$ cat src/rtl/eepc_pkg.sv
package eepc_pkg;
  typedef enum logic [0:0] {
    ST_IDLE    = 1'b0,
    ST_COLLECT = 1'b1
  } ctl_state_e;
endpackage

$ cat src/rtl/page_buffer.sv
module page_buffer #(
  parameter int PAGE_BYTES = 16,
  parameter int DATA_W     = 8,
  localparam int SLOT_W    = $clog2(PAGE_BYTES)
) (
  input  logic              clk,
  input  logic              rst_n,
  input  logic              clr,
  input  logic              wr_en,
  input  logic [SLOT_W-1:0] wr_slot,
  input  logic [DATA_W-1:0] wr_data,
  input  logic [SLOT_W-1:0] rd_slot,
  output logic [DATA_W-1:0] rd_data,
  output logic [PAGE_BYTES-1:0] fill_mask
);
  logic [DATA_W-1:0] slot_q [PAGE_BYTES];

  for (genvar s = 0; s < PAGE_BYTES; s++) begin : g_slot
    logic hit;
    assign hit = wr_en && (wr_slot == SLOT_W'(s));

    always_ff @(posedge clk or negedge rst_n) begin
      if (!rst_n) begin
        slot_q[s]    <= '0;
        fill_mask[s] <= 1'b0;
      end else begin
        if (hit) slot_q[s] <= wr_data;
        if (clr) fill_mask[s] <= 1'b0;
        else if (hit) fill_mask[s] <= 1'b1;
      end
    end
  end

  assign rd_data = slot_q[rd_slot];
endmodule

$ cat src/rtl/prog_timer.sv
module prog_timer #(
  parameter int PROG_CYCLES = 40,
  localparam int CNT_W      = $clog2(PROG_CYCLES + 1)
) (
  input  logic             clk,
  input  logic             rst_n,
  input  logic             launch,
  output logic             running,
  output logic [CNT_W-1:0] elapsed
);
  localparam logic [CNT_W-1:0] LAST = CNT_W'(PROG_CYCLES - 1);

  logic             run_d;
  logic [CNT_W-1:0] cnt_d;

  always_comb begin
    run_d = running;
    cnt_d = elapsed;
    if (launch && !running) begin
      run_d = 1'b1;
      cnt_d = '0;
    end else if (running) begin
      if (elapsed == LAST) run_d = 1'b0;
      else                 cnt_d = elapsed + 1'b1;
    end
  end

  always_ff @(posedge clk or negedge rst_n) begin
    if (!rst_n) begin
      running <= 1'b0;
      elapsed <= '0;
    end else begin
      running <= run_d;
      elapsed <= cnt_d;
    end
  end


  window_len_chk: assert property (@(posedge clk) disable iff (!rst_n)
    $fell(running) |-> $past(elapsed) == LAST);
endmodule

$ cat src/rtl/cell_array.sv
module cell_array #(
  parameter int DEPTH  = 128,
  parameter int DATA_W = 8,
  localparam int AW    = $clog2(DEPTH)
) (
  input  logic              clk,
  input  logic              rst_n,
  input  logic              we,
  input  logic [AW-1:0]     waddr,
  input  logic [DATA_W-1:0] wdata,
  input  logic [AW-1:0]     raddr,
  output logic [DATA_W-1:0] rdata
);
  logic [DATA_W-1:0] cell_q [DEPTH];

  for (genvar a = 0; a < DEPTH; a++) begin : g_cell
    always_ff @(posedge clk or negedge rst_n) begin
      if (!rst_n)                         cell_q[a] <= '0;
      else if (we && waddr == AW'(a))     cell_q[a] <= wdata;
    end
  end

  assign rdata = cell_q[raddr];
endmodule

$ cat src/rtl/eeprom_page_commit.sv
module eeprom_page_commit #(
  parameter int PAGE_BYTES  = 16,
  parameter int ARRAY_BYTES = 128,
  parameter int DATA_W      = 8,
  parameter int PROG_CYCLES = 40,
  localparam int AW         = $clog2(ARRAY_BYTES),
  localparam int SLOT_W     = $clog2(PAGE_BYTES),
  localparam int PG_W       = AW - SLOT_W,
  localparam int CNT_W      = $clog2(PROG_CYCLES + 1)
) (
  input  logic              clk,
  input  logic              rst_n,
  input  logic              wr_start,
  input  logic [AW-1:0]     wr_addr,
  input  logic              byte_valid,
  input  logic [DATA_W-1:0] byte_data,
  input  logic              stop_evt,
  input  logic              abort_evt,
  input  logic              wp,
  output logic              busy,
  output logic              ack,
  output logic              arr_we,
  output logic [AW-1:0]     arr_addr,
  output logic [DATA_W-1:0] arr_wdata,
  input  logic [AW-1:0]     rd_addr,
  output logic [DATA_W-1:0] rd_data
);
  import eepc_pkg::*;

  ctl_state_e        state_q, state_d;
  logic [PG_W-1:0]   page_q, page_d;
  logic [SLOT_W-1:0] ptr_q, ptr_d;
  logic              ack_d;
  logic              buf_clr, buf_wr, launch;
  logic [PAGE_BYTES-1:0] fill_mask;
  logic [CNT_W-1:0]  elapsed;
  logic [SLOT_W-1:0] scan_slot;
  logic [DATA_W-1:0] scan_data;
  logic              scan_live;

  // Next-state process
  always_comb begin
    state_d = state_q;
    page_d  = page_q;
    ptr_d   = ptr_q;
    ack_d   = 1'b0;
    buf_clr = 1'b0;
    buf_wr  = 1'b0;
    launch  = 1'b0;
    unique case (state_q)
      ST_IDLE: begin
        if (wr_start && !busy) begin
          state_d = ST_COLLECT;
          page_d  = wr_addr[AW-1:SLOT_W];
          ptr_d   = wr_addr[SLOT_W-1:0];
          buf_clr = 1'b1;
          ack_d   = 1'b1;
        end
      end
      ST_COLLECT: begin
        if (abort_evt) begin
          state_d = ST_IDLE;
        end else if (wr_start) begin
          page_d  = wr_addr[AW-1:SLOT_W];
          ptr_d   = wr_addr[SLOT_W-1:0];
          buf_clr = 1'b1;
          ack_d   = 1'b1;
        end else if (stop_evt) begin
          state_d = ST_IDLE;
          launch  = (|fill_mask) && !wp;
        end else if (byte_valid) begin
          buf_wr  = 1'b1;
          ptr_d   = ptr_q + 1'b1;
          ack_d   = 1'b1;
        end
      end
      default: state_d = ST_IDLE;
    endcase
  end

  // Register process
  always_ff @(posedge clk or negedge rst_n) begin
    if (!rst_n) begin
      state_q <= ST_IDLE;
      page_q  <= '0;
      ptr_q   <= '0;
      ack     <= 1'b0;
    end else begin
      state_q <= state_d;
      page_q  <= page_d;
      ptr_q   <= ptr_d;
      ack     <= ack_d;
    end
  end

  page_buffer #(.PAGE_BYTES(PAGE_BYTES), .DATA_W(DATA_W)) i_buf (
    .clk      (clk),
    .rst_n    (rst_n),
    .clr      (buf_clr),
    .wr_en    (buf_wr),
    .wr_slot  (ptr_q),
    .wr_data  (byte_data),
    .rd_slot  (scan_slot),
    .rd_data  (scan_data),
    .fill_mask(fill_mask)
  );

  prog_timer #(.PROG_CYCLES(PROG_CYCLES)) i_timer (
    .clk    (clk),
    .rst_n  (rst_n),
    .launch (launch),
    .running(busy),
    .elapsed(elapsed)
  );

  // Commit scan: slot i is copied in elapsed cycle i of the window
  assign scan_slot = elapsed[SLOT_W-1:0];
  assign scan_live = busy && (elapsed < CNT_W'(PAGE_BYTES));
  assign arr_we    = scan_live && fill_mask[scan_slot];
  assign arr_addr  = {page_q, scan_slot};
  assign arr_wdata = scan_data;

  cell_array #(.DEPTH(ARRAY_BYTES), .DATA_W(DATA_W)) i_arr (
    .clk  (clk),
    .rst_n(rst_n),
    .we   (arr_we),
    .waddr(arr_addr),
    .wdata(arr_wdata),
    .raddr(rd_addr),
    .rdata(rd_data)
  );


  we_in_window_chk: assert property (@(posedge clk) disable iff (!rst_n)
    arr_we |-> busy);


  commit_gate_chk: assert property (@(posedge clk) disable iff (!rst_n)
    $rose(busy) |-> ($past(stop_evt) && !$past(wp)));


  no_ack_busy_chk: assert property (@(posedge clk) disable iff (!rst_n)
    busy |=> !ack);


  abort_no_prog_chk: assert property (@(posedge clk) disable iff (!rst_n)
    (state_q == ST_COLLECT && abort_evt) |=> !busy);


  wp_block_chk: assert property (@(posedge clk) disable iff (!rst_n)
    (state_q == ST_COLLECT && stop_evt && wp) |=> !busy);
endmodule

$ cat config.mk
export PLATFORM = sky130hd
export DESIGN_NAME = eeprom_page_commit
export DESIGN_NICKNAME = d
export VERILOG_FILES = /design/src/rtl/eepc_pkg.sv /design/src/rtl/page_buffer.sv /design/src/rtl/prog_timer.sv /design/src/rtl/cell_array.sv /design/src/rtl/eeprom_page_commit.sv
export SDC_FILE = /design/constraint.sdc
export NUM_CORES = 2
export LEC_CHECK = 0
export BUFFER_PORTS_ARGS = -buffer_cell sky130_fd_sc_hd__buf_2
export CAP_MARGIN = 0
export CORE_MARGIN = 3
export CORE_UTILIZATION = 47
export DETAILED_ROUTE_END_ITERATION = 10
export PLACE_DENSITY = 0.76
export SLEW_MARGIN = 5
export SYNTH_ARGS = -nofsm -noshare
export SYNTH_HDL_FRONTEND = slang
export SYNTH_SLANG_ARGS = --single-unit
$ cat constraint.sdc
create_clock -name clk -period 3.6 [get_ports clk]
set_input_delay 0.54 -clock clk [delete_from_list [all_inputs] [get_ports clk]]
set_output_delay 0.54 -clock clk [all_outputs]
set_load 0.02 [all_outputs]
# After elaboration in Yosys (flattened, before gate mapping)
# Index checks and enable logic that the tools add are counted.
# totals
regBits	1184
input_bits	29
# classes
addsub	2
magnitude_cmp	4
eq_ne	149
mux	76
n_bitwise	3
n_reduce_logical	174
# op_table
cell	n
$eq 7x7->1 const B	64
$eq 7x6->1 const B	32
$logic_and 1x1->1	149
$eq 7x5->1 const B	16
$bmux 8 s7	1
$eq 7x4->1 const B	8
$mux 1	53
$reduce_bool 2->1	17
$bmux 8 s4	1
$eq 4x4->1 const B	8
$mux 8	4
$eq 7x3->1 const B	4
$mux 4	5
$mux 6	3
$eq 4x3->1 const B	4
$reduce_or 16->1	1
$eq 7x2->1 const B	2
$mux 3	3
$eq 4x2->1 const B	2
$ge 8x8->1 const B	1
$not 7->8	1
$pmux 4 s2	1
$eq 7x1->1 const B	1
$logic_not 7->1	1
other kinds (20)	26

# Logic depth before layout (Yosys ltp)
# depth
word_depth	9
mapped_depth	9
depth_no_buf	5

# Hierarchy
# From an unflattened synthesis, not the netlist that was laid out.
# unflattened
hier_cells	3281
hier_area_um2	53816.6
# by_module_without_submodules
module	instances	cells_each	area_per_inst_um2	seq_area_each_um2
cell_array	1	2774	46384.5	25624.6
page_buffer	1	403	6389.9	3603.5
eeprom_page_commit	1	68	661.9	225.2
prog_timer	1	36	380.4	175.2

# Least setup slack after synthesis
# Ideal clock, no wire load.
# synth_timing
path_kind	input-to-output
start	in rd_addr[0]
end	out rd_data[0]
arrival_time_ps	2973
setup_slack_ps	87
stages	6
path_buffers	2
path_cell_list	buf_2 buf_1 mux4_2 mux4_2 mux4_2 mux2_2
# synth_between
elab_chain_len	4
# synth_lines
element	line_no	text
start: declaration	eeprom_page_commit.sv:25	input logic [AW-1:0] rd_addr,
$not 7->8 (implied by the code)	cell_array.sv:23	assign rdata = cell_q[raddr];
$bmux 8 s7	cell_array.sv:23	
$mux 8 (implied by the code) (2 in series)	cell_array.sv:23	
end: declaration	eeprom_page_commit.sv:26	output logic [DATA_W-1:0] rd_data
# No other way between the ends. The select of a mux whose other input is x is not followed.

# Final worst setup path
# layout_timing
start	reg i_arr.cell_q[170] (netlist name)
end	out rd_data[2]
# layout_between
elab_chain_len	3
# layout_lines
element	line_no	text
start: declaration	cell_array.sv:14	logic [DATA_W-1:0] cell_q [DEPTH];
start signal: indexed assignment	cell_array.sv:19	else if (we && waddr == AW'(a)) cell_q[a] <= wdata;
$bmux 8 s7	cell_array.sv:23	
$mux 8 (implied by the code) (2 in series)	cell_array.sv:23	
# No other way between the ends. The select of a mux whose other input is x is not followed.

==> flow_summary.toml <==
[run_status]
outcome = "finished with violations"
violations = "setup timing"

[sta]
maxSlewHeadroom_pct = 23.58
rsz0062_at_grt = "true"
tightest_slew_ns = 1.146
fin_skew_ns = 0.03749
period_minus_slack_ns = 3.770
setup_violations = 8
fmax_mhz = 265.2
report.final.hold_viol_count = 0
slew_violations = 0
fin_crit_sh_pct = 104.7
worst_slack_ns = -0.1704

[finish]
drive_gt1_share_pct = 56.83
area_growth_pct = 13.35
final_core_util_pct = 54.05
layout_commonest_cell = "dfrtp_1"
finalNonFillerCells = 4965
finalNetCount = 3407
mostFrequentLayoutCells = "dfrtp_1, mux2_2, mux4_2"
final_cell_area_um2 = 61230

[clock_tree]
cts_buffer_depth = 3
cts_root_buffer = "clkbuf_16"
h-tree-depth = 3
cts_buffers = 118
path_clk_slew_ns = 0.06
cts_tree = "built"
clk_latency_ns = 0.71
cts_sinks = 1184

[hold_path]
worstHoldPathType = "in -> reg"
hold_depth = 2
worstHoldStart = "stop_evt"
hold_end = "state_q"

[die]
rows = 123
design.core.area_um2 = 113300
die_x_um = 345
initial_core_util_pct = 47.69
design.die.area_um2 = 119000
io_pins = 55
die_y_um = 345

[route]
drt-initial-drc-count = 2195
via_per_inst = 6.093
met1Wirelength_um = 56650
wl_met3_um = 7969
dr.max_layer_used = "met5"
vias = 30250
met2_length_um = 61520
antenna_left = 0
drt_pass1_iterations = 5
routed_wl_um = 130900
wl_per_cell_um = 26.37
drc_errors = 0

[pwr]
power_mw = 30.62
power_density_nw_per_um2 = 500.2
leakagePower_nw = 29.56
ir_drop_mv = 0.4306

[grt]
antenna_found_initial = 8
grt_max_degree = 121
grt_util_all_layers_pct = 22.06
grt_pass1_wl_um = 203700
grt_pass1_vias = 32166
gr-total-overflow = 0

[placed_design]
dp_hpwl_um = 85240
placed_cells = 4738
gp_congestion = 0.8082
dpl-instance-area_um2 = 56910
port_buffers = 54

[synth]
synth_area_per_cell_um2 = 16.47
synth-main-ff-cell = "dfrtp_1"
ys_ff_latch = 1184
synth-edff-count = 0
syn-num-nets = 3317
ys_types = 40
netlist_area_um2 = 54010
yosys_warnings = 0
ys_seq_area_share_pct = 54.85
syn_inst = 3280
async_flop_share_pct = 100.0

[worst_setup_path]
worstSetupStartpointType = "register"
worstSetupStartpoint = "i_arr.cell_q[170]"
worstPathRequired_ns = 3.06
r2r_start = "i_timer.running"
critPathKind = "reg -> out"
arrival_ns = 3.23
worst_setup_path_end_kind = "output pin"
r2r_end = "i_arr.cell_q[497]"
path_max_fanout = 2
reg2reg_depth = 4
reg2reg_slack_ns = 0.27

[job]
cap_violations = 0
==> layer usage <==
| layer | vias up | track usage [%] |
|---|---|---|
| li1 | 12646 | - |
| met1 | 16544 | 31.41 |
| met2 | 830 | 34.06 |
| met3 | 226 | 4.233 |
| met4 | 4 | 7.984 |
| met5 | - | 0 |
==> cell usage after synthesis (4+ instances only) <==
library cell	instances	area, um2
buf_1	31	116.4
mux2i_1	4	40.04
a21oi_1	4	20.02
nand3_1	131	655.6
inv_1	19	71.32
o21a_1	5	37.54
dfrtp_1	1184	29630
and2_1	6	37.54
mux2_2	1165	13120
nor2_1	42	157.7
nor4_1	4	25.02
buf_4	8	60.06
a21boi_0	12	90.09
o21ai_0	4	20.02
buf_2	55	275.3
mux4_2	380	8558
nor3b_1	5	37.54
ha_1	8	100.1
nand3b_1	4	30.03
nand2_1	16	60.06
nand2b_1	4	25.02
and3_1	4	25.02
clkbuf_1	156	585.6
==> repair_timing <==
action | 4_1_cts | 5_1_grt
setup endpoints to repair | 17 | 9
hold buffers | 1 | 0
gates resized for setup | 26 | 9
setup buffers | 6 | 3
gates cloned | 0 | 2
hold endpoints to repair | 43 | 0
==> worst max-delay path, stage by stage (launching register included) <==
cell	delay, ns
dfrtp_1	0.39
mux4_2	0.49
mux4_2	0.57
mux4_2	0.61
mux2_4	0.31
buf_6	0.13
==> worst max path at each step <==
stage,to,slack (ns),depth (start not counted)
6_report,rd_data[2],-0.17,5
3_5_place_dp,rd_data[0],-0.18,8
4_1_cts,rd_data[2],-0.22,5
2_1_floorplan,rd_data[0],0.09,6
5_1_grt,rd_data[2],-0.20,5
3_3_place_gp,rd_data[0],-0.18,8
==> registers in the layout, summed over array words and instances (netlist names) <==
name             count
i_arr.cell_q      1024
i_timer.elapsed      6
i_timer.running      1
i_buf.slot_q       128
ptr_q                4
ack                  1
i_buf.fill_mask     16
page_q               3
state_q              1
==> final cells by class <==
class,count,area [um2]
well taps,1500,1877
inverters,19,71.32
multi-input cells,1824,23300
flip-flops and latches,1184,29630
clock buffers,172,3456
clock inverters,41,590.6
diodes,2,5.005
fillers,8855,52040
repair buffers,223,2297
==> cell families (layout without fill, tap and decap cells) <==
family | after synthesis | after routing | share of synthesized area (%)
flops | 1184 | 1184 | 54.85
other cells | 0 | 2 | 0
buf+inv | 272 | 455 | 2.115
compound gates | 29 | 29 | 0.3730
fa+ha+maj | 8 | 8 | 0.1853
xor+xnor | 5 | 5 | 0.08109
mux | 1549 | 1549 | 40.21
simple gates | 233 | 233 | 2.184
==> power by group <==
part / total [mW] / switching, mW / leakage, nW / internal, mW
Combinational: 4.05 / 2.74 / 11.1 / 1.30
Sequential: 13.8 / 0.241 / 16.5 / 13.6
Clock: 12.7 / 5.24 / 1.99 / 7.50
==> stage by stage <==
step,worst slack [ns],TNS (ns),hold WS (ns)
final,-0.1704,-1.060,0.06104
after global routing,-0.1960,-1.294,0.06455
after CTS,-0.2221,-1.289,0.01226
after detailed placement,-0.1787,-1.252,0.4876
after global placement,-0.1773,-1.221,0.4813
after floorplan,0.08745,0,0.2444
(Power assumes the default switching activity.)
